<file path="src/rtl/adc_pwr_seq_pkg.sv">
package adc_pwr_seq_pkg;

  typedef enum logic [1:0] {
    PS_ACTIVE = 2'd0,
    PS_WAKE   = 2'd1,
    PS_STBY   = 2'd2,
    PS_SHDN   = 2'd3
  } pstate_e;

  typedef enum logic [1:0] {
    PM_GATED     = 2'b00,
    PM_AUTO_STBY = 2'b01,
    PM_AUTO_SHDN = 2'b10,
    PM_FULL_ON   = 2'b11
  } pmode_e;

  typedef enum logic [1:0] {
    REF_INTERNAL = 2'd0,
    REF_EXTERNAL = 2'd1,
    REF_SUPPLY   = 2'd2
  } refsel_e;

  // Low nibble of the control word, in bit order: dual, ref_off, mode[1:0]
  typedef struct packed {
    logic   dual;
    logic   ref_off;
    pmode_e pm;
  } cfg_t;

  localparam int CFG_W = $bits(cfg_t);

endpackage

</file>
<file path="src/rtl/adc_pwr_seq_frame.sv">
module adc_pwr_seq_frame
  import adc_pwr_seq_pkg::*;
#(
  parameter int FRAME_BITS = 16
) (
  input  logic clk,
  input  logic rst_n,
  input  logic cs_n,
  input  logic sclk,
  input  logic sdi,
  output logic cs_fall,
  output logic cs_rise,
  output logic first_fall,
  output logic frame_end,
  output cfg_t cfg
);

  localparam int CW = $clog2(FRAME_BITS + 1);

  logic cs_q1, cs_q2, sck_q1, sck_q2, sdi_q1;
  logic [CW-1:0]         cnt_q, cnt_d;
  logic [FRAME_BITS-1:0] sh_q, sh_d;
  logic                  seen_q, seen_d;
  cfg_t                  cfg_q, cfg_d;
  logic                  sck_rise, sck_fall, cnt_en, sh_en, cfg_en;

  // input sampling registers
  always_ff @(posedge clk or negedge rst_n) begin
    if (!rst_n) begin
      cs_q1  <= 1'b1;
      cs_q2  <= 1'b1;
      sck_q1 <= 1'b1;
      sck_q2 <= 1'b1;
      sdi_q1 <= 1'b0;
    end else begin
      cs_q1  <= cs_n;
      cs_q2  <= cs_q1;
      sck_q1 <= sclk;
      sck_q2 <= sck_q1;
      sdi_q1 <= sdi;
    end
  end

  always_comb begin
    cs_fall   = cs_q2 & ~cs_q1;
    cs_rise   = ~cs_q2 & cs_q1;
    sck_rise  = sck_q1 & ~sck_q2 & ~cs_q1;
    sck_fall  = ~sck_q1 & sck_q2 & ~cs_q1;
    first_fall = sck_fall & ~seen_q;
    frame_end  = sck_rise & (cnt_q == CW'(FRAME_BITS - 1));

    cnt_en = cs_fall | (sck_rise & (cnt_q != CW'(FRAME_BITS)));
    cnt_d  = cs_fall ? '0 : cnt_q + CW'(1);

    sh_en = sck_rise;
    sh_d  = {sh_q[FRAME_BITS-2:0], sdi_q1};

    seen_d = ~cs_fall;

    cfg_en = cs_rise & (cnt_q == CW'(FRAME_BITS));
    cfg_d  = cfg_t'(sh_q[CFG_W-1:0]);
  end

  always_ff @(posedge clk or negedge rst_n) begin
    if (!rst_n) begin
      cnt_q  <= '0;
      sh_q   <= '0;
      seen_q <= 1'b0;
      cfg_q  <= '{dual: 1'b0, ref_off: 1'b0, pm: PM_GATED};
    end else begin
      if (cnt_en)             cnt_q  <= cnt_d;
      if (sh_en)              sh_q   <= sh_d;
      if (cs_fall | sck_fall) seen_q <= seen_d;
      if (cfg_en)             cfg_q  <= cfg_d;
    end
  end

  assign cfg = cfg_q;

  AST_CFG_HOLD: assert property (@(posedge clk) disable iff (!rst_n)
    !cs_rise |=> $stable(cfg_q));
  AST_CNT_BOUND: assert property (@(posedge clk) disable iff (!rst_n)
    cnt_q <= CW'(FRAME_BITS));

endmodule

</file>
<file path="src/rtl/adc_pwr_seq_fsm.sv">
module adc_pwr_seq_fsm
  import adc_pwr_seq_pkg::*;
#(
  parameter int WAKE_SHORT = 100,
  parameter int WAKE_LONG  = 500
) (
  input  logic    clk,
  input  logic    rst_n,
  input  logic    cs_fall,
  input  logic    cs_rise,
  input  logic    first_fall,
  input  logic    frame_end,
  input  cfg_t    cfg,
  input  logic    short_ref,
  output pstate_e state,
  output logic    ready
);

  localparam int WMAX = (WAKE_LONG > WAKE_SHORT) ? WAKE_LONG : WAKE_SHORT;
  localparam int WW   = $clog2(WMAX + 1);

  pstate_e        st_q, st_d;
  logic [WW-1:0]  wc_q, wc_d;
  logic           wc_en, pd_ev, wk_ev, down;
  pstate_e        pd_tgt;

  always_comb begin
    pd_ev  = 1'b0;
    wk_ev  = 1'b0;
    pd_tgt = PS_SHDN;
    unique case (cfg.pm)
      PM_GATED: begin
        pd_ev = cs_rise;
        wk_ev = cs_fall;
      end
      PM_AUTO_STBY: begin
        pd_ev  = frame_end;
        wk_ev  = first_fall;
        pd_tgt = PS_STBY;
      end
      PM_AUTO_SHDN: begin
        pd_ev = frame_end;
        wk_ev = first_fall;
      end
      default: begin
        wk_ev = cs_fall;
      end
    endcase

    down  = (st_q == PS_STBY) | (st_q == PS_SHDN);
    st_d  = st_q;
    wc_en = 1'b0;
    wc_d  = wc_q - WW'(1);

    if (pd_ev) begin
      st_d = pd_tgt;
    end else if (wk_ev && down) begin
      st_d  = PS_WAKE;
      wc_en = 1'b1;
      wc_d  = ((st_q == PS_STBY) || short_ref) ? WW'(WAKE_SHORT - 1)
                                               : WW'(WAKE_LONG - 1);
    end else if (st_q == PS_WAKE) begin
      wc_en = 1'b1;
      if (wc_q == '0) st_d = PS_ACTIVE;
    end
  end

  always_ff @(posedge clk or negedge rst_n) begin
    if (!rst_n) begin
      st_q <= PS_SHDN;
      wc_q <= '0;
    end else begin
      st_q <= st_d;
      if (wc_en) wc_q <= wc_d;
    end
  end

  assign state = st_q;
  assign ready = (st_q == PS_ACTIVE);

  AST_GATED_SHDN: assert property (@(posedge clk) disable iff (!rst_n)
    (cs_rise && cfg.pm == PM_GATED) |=> (st_q == PS_SHDN));
  AST_AUTO_STBY_TGT: assert property (@(posedge clk) disable iff (!rst_n)
    (frame_end && cfg.pm == PM_AUTO_STBY) |=> (st_q == PS_STBY));
  AST_FULL_ON_STAYS: assert property (@(posedge clk) disable iff (!rst_n)
    (cfg.pm == PM_FULL_ON && st_q == PS_ACTIVE) |=> (st_q == PS_ACTIVE));
  AST_READY_VIA_WAKE: assert property (@(posedge clk) disable iff (!rst_n)
    $rose(ready) |-> ($past(st_q) == PS_WAKE));

endmodule

</file>
<file path="src/rtl/adc_pwr_seq.sv">
module adc_pwr_seq
  import adc_pwr_seq_pkg::*;
#(
  parameter int FRAME_BITS = 16,
  parameter int WAKE_SHORT = 100,
  parameter int WAKE_LONG  = 500
) (
  input  logic       clk,
  input  logic       rst_n,
  input  logic       cs_n,
  input  logic       sclk,
  input  logic       sdi,
  output logic [1:0] pwr_state,
  output logic       ready,
  output logic [1:0] ref_sel
);

  logic [1:0] rst_sync;
  logic       rst_n_s;
  logic       cs_fall, cs_rise, first_fall, frame_end, short_ref;
  cfg_t       cfg;
  pstate_e    st;
  refsel_e    ref_d;

  // asynchronous assert, synchronous release
  always_ff @(posedge clk or negedge rst_n) begin
    if (!rst_n) rst_sync <= 2'b00;
    else        rst_sync <= {rst_sync[0], 1'b1};
  end
  assign rst_n_s = rst_sync[1];

  adc_pwr_seq_frame #(.FRAME_BITS(FRAME_BITS)) u_frame (
    .clk        (clk),
    .rst_n      (rst_n_s),
    .cs_n       (cs_n),
    .sclk       (sclk),
    .sdi        (sdi),
    .cs_fall    (cs_fall),
    .cs_rise    (cs_rise),
    .first_fall (first_fall),
    .frame_end  (frame_end),
    .cfg        (cfg)
  );

  always_comb begin
    if (cfg.dual)         ref_d = REF_SUPPLY;
    else if (cfg.ref_off) ref_d = REF_EXTERNAL;
    else                  ref_d = REF_INTERNAL;
    short_ref = (ref_d != REF_INTERNAL);
  end

  adc_pwr_seq_fsm #(.WAKE_SHORT(WAKE_SHORT), .WAKE_LONG(WAKE_LONG)) u_fsm (
    .clk        (clk),
    .rst_n      (rst_n_s),
    .cs_fall    (cs_fall),
    .cs_rise    (cs_rise),
    .first_fall (first_fall),
    .frame_end  (frame_end),
    .cfg        (cfg),
    .short_ref  (short_ref),
    .state      (st),
    .ready      (ready)
  );

  assign pwr_state = st;
  assign ref_sel   = ref_d;

  AST_REF_FRAME_HOLD: assert property (@(posedge clk) disable iff (!rst_n_s)
    !cs_rise |=> $stable(ref_sel));

endmodule

</file>
<file path="config.mk">
export PLATFORM = sky130hd
export DESIGN_NAME = adc_pwr_seq
export DESIGN_NICKNAME = d
export VERILOG_FILES = /design/src/rtl/adc_pwr_seq_pkg.sv /design/src/rtl/adc_pwr_seq_frame.sv /design/src/rtl/adc_pwr_seq_fsm.sv /design/src/rtl/adc_pwr_seq.sv
export SDC_FILE = /design/constraint.sdc
export NUM_CORES = 1
export LEC_CHECK = 0
export ABC_AREA = 1
export BUFFER_PORTS_ARGS = -buffer_cell sky130_fd_sc_hd__buf_2
export CORE_UTILIZATION = 45
export CTS_BUF_LIST = sky130_fd_sc_hd__clkbuf_4
export CTS_CLUSTER_SIZE = 8
export DETAILED_ROUTE_END_ITERATION = 10
export PLACE_DENSITY_LB_ADDON = 0.1
export SKIP_LAST_GASP = 1
export SLEW_MARGIN = 20
export SYNTH_ARGS = -nofsm -noshare
export SYNTH_HDL_FRONTEND = slang
export SYNTH_SLANG_ARGS = --single-unit
export TNS_END_PERCENT = 50
</file>
<file path="constraint.sdc">
create_clock -name clk -period 1.2 [get_ports clk]
set_clock_uncertainty 0.05 [all_clocks]
set_input_delay 0.12 -clock clk [delete_from_list [all_inputs] [get_ports clk]]
set_output_delay 0.12 -clock clk [all_outputs]
set_load 0.02 [all_outputs]
</file>
==> qor.csv, run 1 <==
metric,value,unit
status,"complete, but fails checks",
violations,setup timing,
diodes,0,
htreeDepth,2,
synth_top_family_by_area,simple AND/OR/NAND/NOR gates,
synth-adder-area-share,5.35,%
arrival,1.84,ns
required,1.43,ns
critPathMaxFanout,5,
gp_routability_congestion,0.761,
max_freq,0.622,GHz
final-setup-viol-count,24,
path_cells,ha_2 -> nand2_2 -> nor2_2 -> ha_2 -> nand2_2 -> o21ai_2 -> nand2_2 -> buf_4 -> nand2_2 -> inv_2 -> a21oi_2,
synth-xor-area-share,1.61,%
fin_crit,1.61,ns
routedWlPerCell,10.7,microns
cpPeakStageDelay,0.36,ns
syn_inst,200,
start_util,47.9,%
rr_startpoint,u_frame.cnt_q[1],
synthMuxAreaShare,0,%
cts_buffers,5,
grt-ovfl-total,0,
synth_area,1640,sq um
path_class,flip-flop to flip-flop,
rsz0062_at_grt,yes,
hold_class,primary input to asynchronous set/reset pin,
ff2ff_setup_slack,-0.41,ns
grt_max_degree,31,
synth.distinct_cells,29,
seq_area_frac_synth,49.4,%
powerDensity,2260,nW/um^2
vdd_ir_drop_max,0.000969,V
tns,-6.94,ns
ios,10,
grt_pass1_vias,1396,
dieArea,3880,sq um
synth_edf_count,0,
crit_slowest_cell,dfrtp_1,
cts.sinks,32,
synthFlopType,dfrtp_1,
die_x,62.3,microns
antenna_found_initial,0,
max_cap_viol_count,0,
dr.pass1.iters,4,
endpoint_kind,flip-flop,
ys_ff_latch,32,
synth-simple-area-share,28.6,%
drc,0,
core,3420,sq um
yosys_warnings,0,
syn_nets,212,
clock-root-buffer,clkbuf_4,
grt_pass1_wl,5820,microns
drtIter0Drc,61,
fin_crit_sh,134,%
crit_path_start_kind,flip-flop,
fin_ws,-0.407,ns
viasPerCell,4.61,
cp-startpoint,u_frame.cnt_q[1],
synth_area_per_cell,8.18,sq um
die_h,62.3,microns
layout-drive-gt1-share,38.5,%
num_rows,21,
cts_tree,built,
p_leak,0.00116,uW
antenna_left,0,
num_vias,1421,
clock_latency,0.34,ns
area_growth,36.8,%
pre_cts_ws,-0.456,ns
cts_buffer_depth,2,
synth_compound_area_share,7.26,%
routed_wl,3310,microns
dp_hpwl,2360,microns
finalHoldViolCount,0,
drv_slew,0,
nNetsFinal,273,
cpMostUsedCell,nand2_2,
portBuffers,9,
synth-async-reset-ratio,100,%
globalRouteTotalUtil,19.3,%
clk_pin_slew_worst_paths,0.10,ns
==> synth_stat cells (2+ instances only) <==
library cell / n / share of area, %
dfrtp_1: 26 / 40
o21ai_0: 15 / 4.6
a21oi_1: 3 / 0.92
inv_2: 4 / 0.92
nand2_1: 64 / 15
nand4_1: 2 / 0.76
ha_1: 7 / 5.4
nand3_1: 9 / 2.8
dfstp_2: 6 / 9.6
xnor2_1: 2 / 1.1
nor2_1: 17 / 3.9
nand2_2: 5 / 1.9
inv_1: 24 / 5.5
==> timing repair <==
item | CTS | global route
gates resized for setup | 12 | 16
endpoints found under the hold margin | 5 | 0
setup endpoints to repair | 24 | 27
hold buffers | 4 | 0
pin swaps | 6 | 6
buffers inserted | 5 | 3
==> metal layers <==
layer	vias to the layer above	routed length, microns	global-route usage (%)	share of wire, %
met5	-	0	0	0
met4	0	56	7.85	1.7
met3	5	101	4.96	3.1
met2	19	1580	34.8	48
met1	649	1570	21.6	47
li1	748	-	-	-
==> placed cells by master, fill, tap and decap left out, types with 3 or more instances in the layout <==
cell           instances
nand3_1                8
nand2_2               10
nand2_1               55
clkbuf_4               7
o21ai_2                3
nor2_1                16
dlygate4sd3_1          4
buf_2                  9
dfrtp_1               26
nand2_4                4
dfstp_2                6
inv_1                 22
o21ai_0               13
a21oi_1                3
inv_2                  5
ha_1                   3
buf_4                 43
==> power breakdown <==
group	switching (uW)	internal [uW]	total [uW]
registers	220	1420	1640
logic	1460	1330	2800
clock network	350	273	623
total	2040	3030	5070
==> cells by family after synthesis <==
logic type / count (synthesis)
fa+ha+maj: 7
compound gates: 22
other cells: 1
xor+xnor: 3
buf+inv: 30
simple gates: 105
flops: 32
==> final cells by class <==
cell class	count	area, sq um
Clock buffer	7	52.6
Clock inverter	1	5.00
Fill cell	300	1180
Inverter	28	108
Multi-Input combinational cell	138	800
Sequential cell	32	808
Tap cell	46	57.6
Timing Repair Buffer	56	408
==> worst paths after layout <==
| path | to | cells after the start |
|---|---|---|
| min in group clk | rst_sync[1] | 0 |
| worst min-delay path | rst_sync[1] | 2 |
| worst min register to register | u_frame.cnt_q[3] | 1 |
| worst max register to register | u_fsm.state[0] | 11 |
| worst max-delay path | u_fsm.state[0] | 11 |
| max in group asynchronous | u_frame.sck_q2 | 1 |
==> registers in the layout, indices dropped and copies added (netlist names) <==
| name | count |
|---|---|
| u_frame.sck_q1 | 1 |
| u_fsm.state | 2 |
| u_frame.seen_q | 1 |
| u_frame.cfg | 4 |
| rst_sync | 2 |
| u_frame.sck_q2 | 1 |
| u_frame.sh_q | 4 |
| u_frame.sdi_q1 | 1 |
| u_frame.cs_q1 | 1 |
| u_frame.cnt_q | 5 |
| u_frame.cs_q2 | 1 |
| u_fsm.wc_q | 9 |
==> critical path, delay by kind of cell (launching register included) <==
kind | cells | cell delay [ns]
simple gates | 5 | 0.39
fa+ha+maj | 2 | 0.37
buf+inv | 2 | 0.19
compound gates | 2 | 0.21
flops | 1 | 0.36
==> through the flow <==
stage / util (%) / hold slack (ns) / instances / power (uW) / instance area (sq um)
2_1_floorplan: - / -0.226 / 200 / 3150 / 1640
6_report: 65.5 / 0.0524 / 308 / 5070 / 2240
4_1_cts: 63.7 / 0.0432 / 305 / 4960 / 2180
3_5_place_dp: 58.1 / -0.142 / 288 / 4050 / 1980
5_1_grt: 65.5 / 0.0386 / 308 / 5510 / 2240
3_3_place_gp: 58.1 / -0.146 / 288 / 3970 / 1980
Power figures use the tool's default switching activity.
==> run 2: changes to the inputs <==
--- a/config.mk
+++ b/config.mk
@@ -11,7 +11,7 @@
 export CTS_BUF_LIST = sky130_fd_sc_hd__clkbuf_4
 export CTS_CLUSTER_SIZE = 8
 export DETAILED_ROUTE_END_ITERATION = 10
-export PLACE_DENSITY_LB_ADDON = 0.1
+export PLACE_DENSITY = 0.68
 export SKIP_LAST_GASP = 1
 export SLEW_MARGIN = 20
 export SYNTH_ARGS = -nofsm -noshare
==> run 2 against run 1 <==
Net effect: the run still ends with setup timing left; power up 2.2%; routed wire length about the same; combinational power down 3%; sequential power about the same; critical path type unchanged; largest cell class unchanged.
==> qor.csv, run 2 (synthesis gave the netlist of run 1 again) <==
metric,value,unit
status,"complete, but fails checks",
violations,setup timing,
cts_buffer_depth,2,
clock_latency,0.34,ns
layout-drive-gt1-share,36.2,%
largest_register_ffs,9,
endpoint_kind,flip-flop,
finalHoldViolCount,0,
stdcell_count,306,
required,1.42,ns
crit_path_start_kind,flip-flop,
grt-ovfl-total,0,
layout_commonest_cell,nand2_1,
regMostFlops,u_fsm.wc_q,
area_growth,37.4,%
dp_hpwl,2270,microns
gp_routability_congestion,0.790,
ios,10,
start_util,47.9,%
diodes,0,
rsz0062_at_grt,yes,
core,3420,sq um
hold_class,primary input to asynchronous set/reset pin,
die_h,62.3,microns
tns,-6.87,ns
fin_crit_sh,138,%
path_class,flip-flop to flip-flop,
final-setup-viol-count,26,
antenna_left,0,
fin_crit,1.66,ns
dieArea,3880,sq um
routed_wl,3310,microns
routedWlPerCell,10.8,microns
cts_buffers,5,
placed_cell_area,2010,sq um
max_freq,0.604,GHz
grt_max_degree,17,
p_leak,0.00116,uW
max_cap_viol_count,0,
final_cell_mix,"58 x nand2_1, 40 x buf_4, 26 x dfrtp_1",
powerDensity,2300,nW/um^2
cts.sinks,32,
antenna_found_initial,0,
globalRouteTotalUtil,18.5,%
grt_pass1_vias,1292,
fin_ws,-0.455,ns
vdd_ir_drop_max,0.000938,V
num_rows,21,
portBuffers,9,
num_vias,1411,
drtIter0Drc,116,
die_x,62.3,microns
drv_slew,0,
grt_pass1_wl,5550,microns
placed_cells,290,
clk_pin_slew_worst_paths,0.10,ns
finalPower,5180,uW
arrival,1.88,ns
reg_top3,"u_fsm.wc_q: 9 flops, u_frame.cnt_q: 5 flops",
htreeDepth,2,
design_area,2250,sq um
clock-root-buffer,clkbuf_4,
critPathMaxFanout,4,
cts_tree,built,
pre_cts_ws,-0.415,ns
viasPerCell,4.61,
drc,0,
nNetsFinal,271,
dr.pass1.iters,4,
-- run 2: cell count changes in the layout (fill, tap and decap cells not counted), sizes merged --
cell	delta
buf	-2
bufinv	+1
clkbuf	-1
-- run 2: critical path, cell delays in order, from the launching register on --
cell     delay (ns)
dfrtp_1        0.37
ha_2           0.21
nand2_2        0.07
nor2_2         0.09
ha_2           0.16
nand2_1        0.04
o21ai_1        0.13
nand2_2        0.12
buf_4          0.16
nand2_2        0.06
inv_2          0.03
a21oi_2        0.10
-- run 2: worst paths after layout --
path | start | end | slack, ns | cells after the start
worst max-delay path | u_frame.cnt_q[1] | u_fsm.state[0] | -0.46 | 11
worst min-delay path | rst_n | rst_sync[0] | 0.06 | 2
worst max register to register | u_frame.cnt_q[1] | u_fsm.state[0] | -0.46 | 11
worst min register to register | rst_sync[1] | u_fsm.wc_q[1] | 0.10 | 0
max in group asynchronous | rst_sync[1] | u_fsm.state[0] | 0.45 | 1
min in group clk | rst_sync[0] | rst_sync[1] | 0.31 | 0
-- run 2: repair_timing --
item                                    in CTS  in global routing
endpoints found under the setup margin      24                 27
hold endpoints to repair                     5                  0
setup buffers                                1                  4
hold buffers                                 4                  0
pin swaps                                    3                  4
gates resized for setup                      4                 18
gates cloned                                 0                  0
-- run 2: area by class of cell --
class / count / area (sq um)
clock buffers: 6 / 45.0
inverters: 28 / 108
fillers: 280 / 1170
repair buffers: 54 / 405
flip-flops and latches: 32 / 808
multi-input cells: 138 / 790
well taps: 46 / 57.6
clock inverters: 2 / 35.0
-- run 2: layer usage --
metal | vias to the layer above | GRT usage, % | wire (microns) | part of all wire, %
met5 | - | 0 | 0 | 0
met4 | 0 | 8.43 | 30 | 0.91
met3 | 4 | 5.70 | 90 | 2.7
met2 | 22 | 28.4 | 1600 | 48
met1 | 642 | 24.0 | 1580 | 48
li1 | 743 | - | - | -
-- run 2: stage by stage --
stage               hold WS [ns]  utilization (%)
floorplan                 -0.226                -
global placement          -0.144             58.9
detailed placement        -0.142             58.9
CTS                       0.0296             63.0
global route              0.0215             65.8
finish                    0.0567             65.8
-- run 2: where the power goes --
| group | internal [uW] | total, uW | leakage [uW] | switching, uW |
|---|---|---|---|---|
| Combinational | 1270 | 2710 | 0.000721 | 1430 |
| Clock | 459 | 820 | 0.0000456 | 361 |
| Sequential | 1420 | 1650 | 0.000391 | 231 |
| Total | 3160 | 5180 | 0.00116 | 2020 |
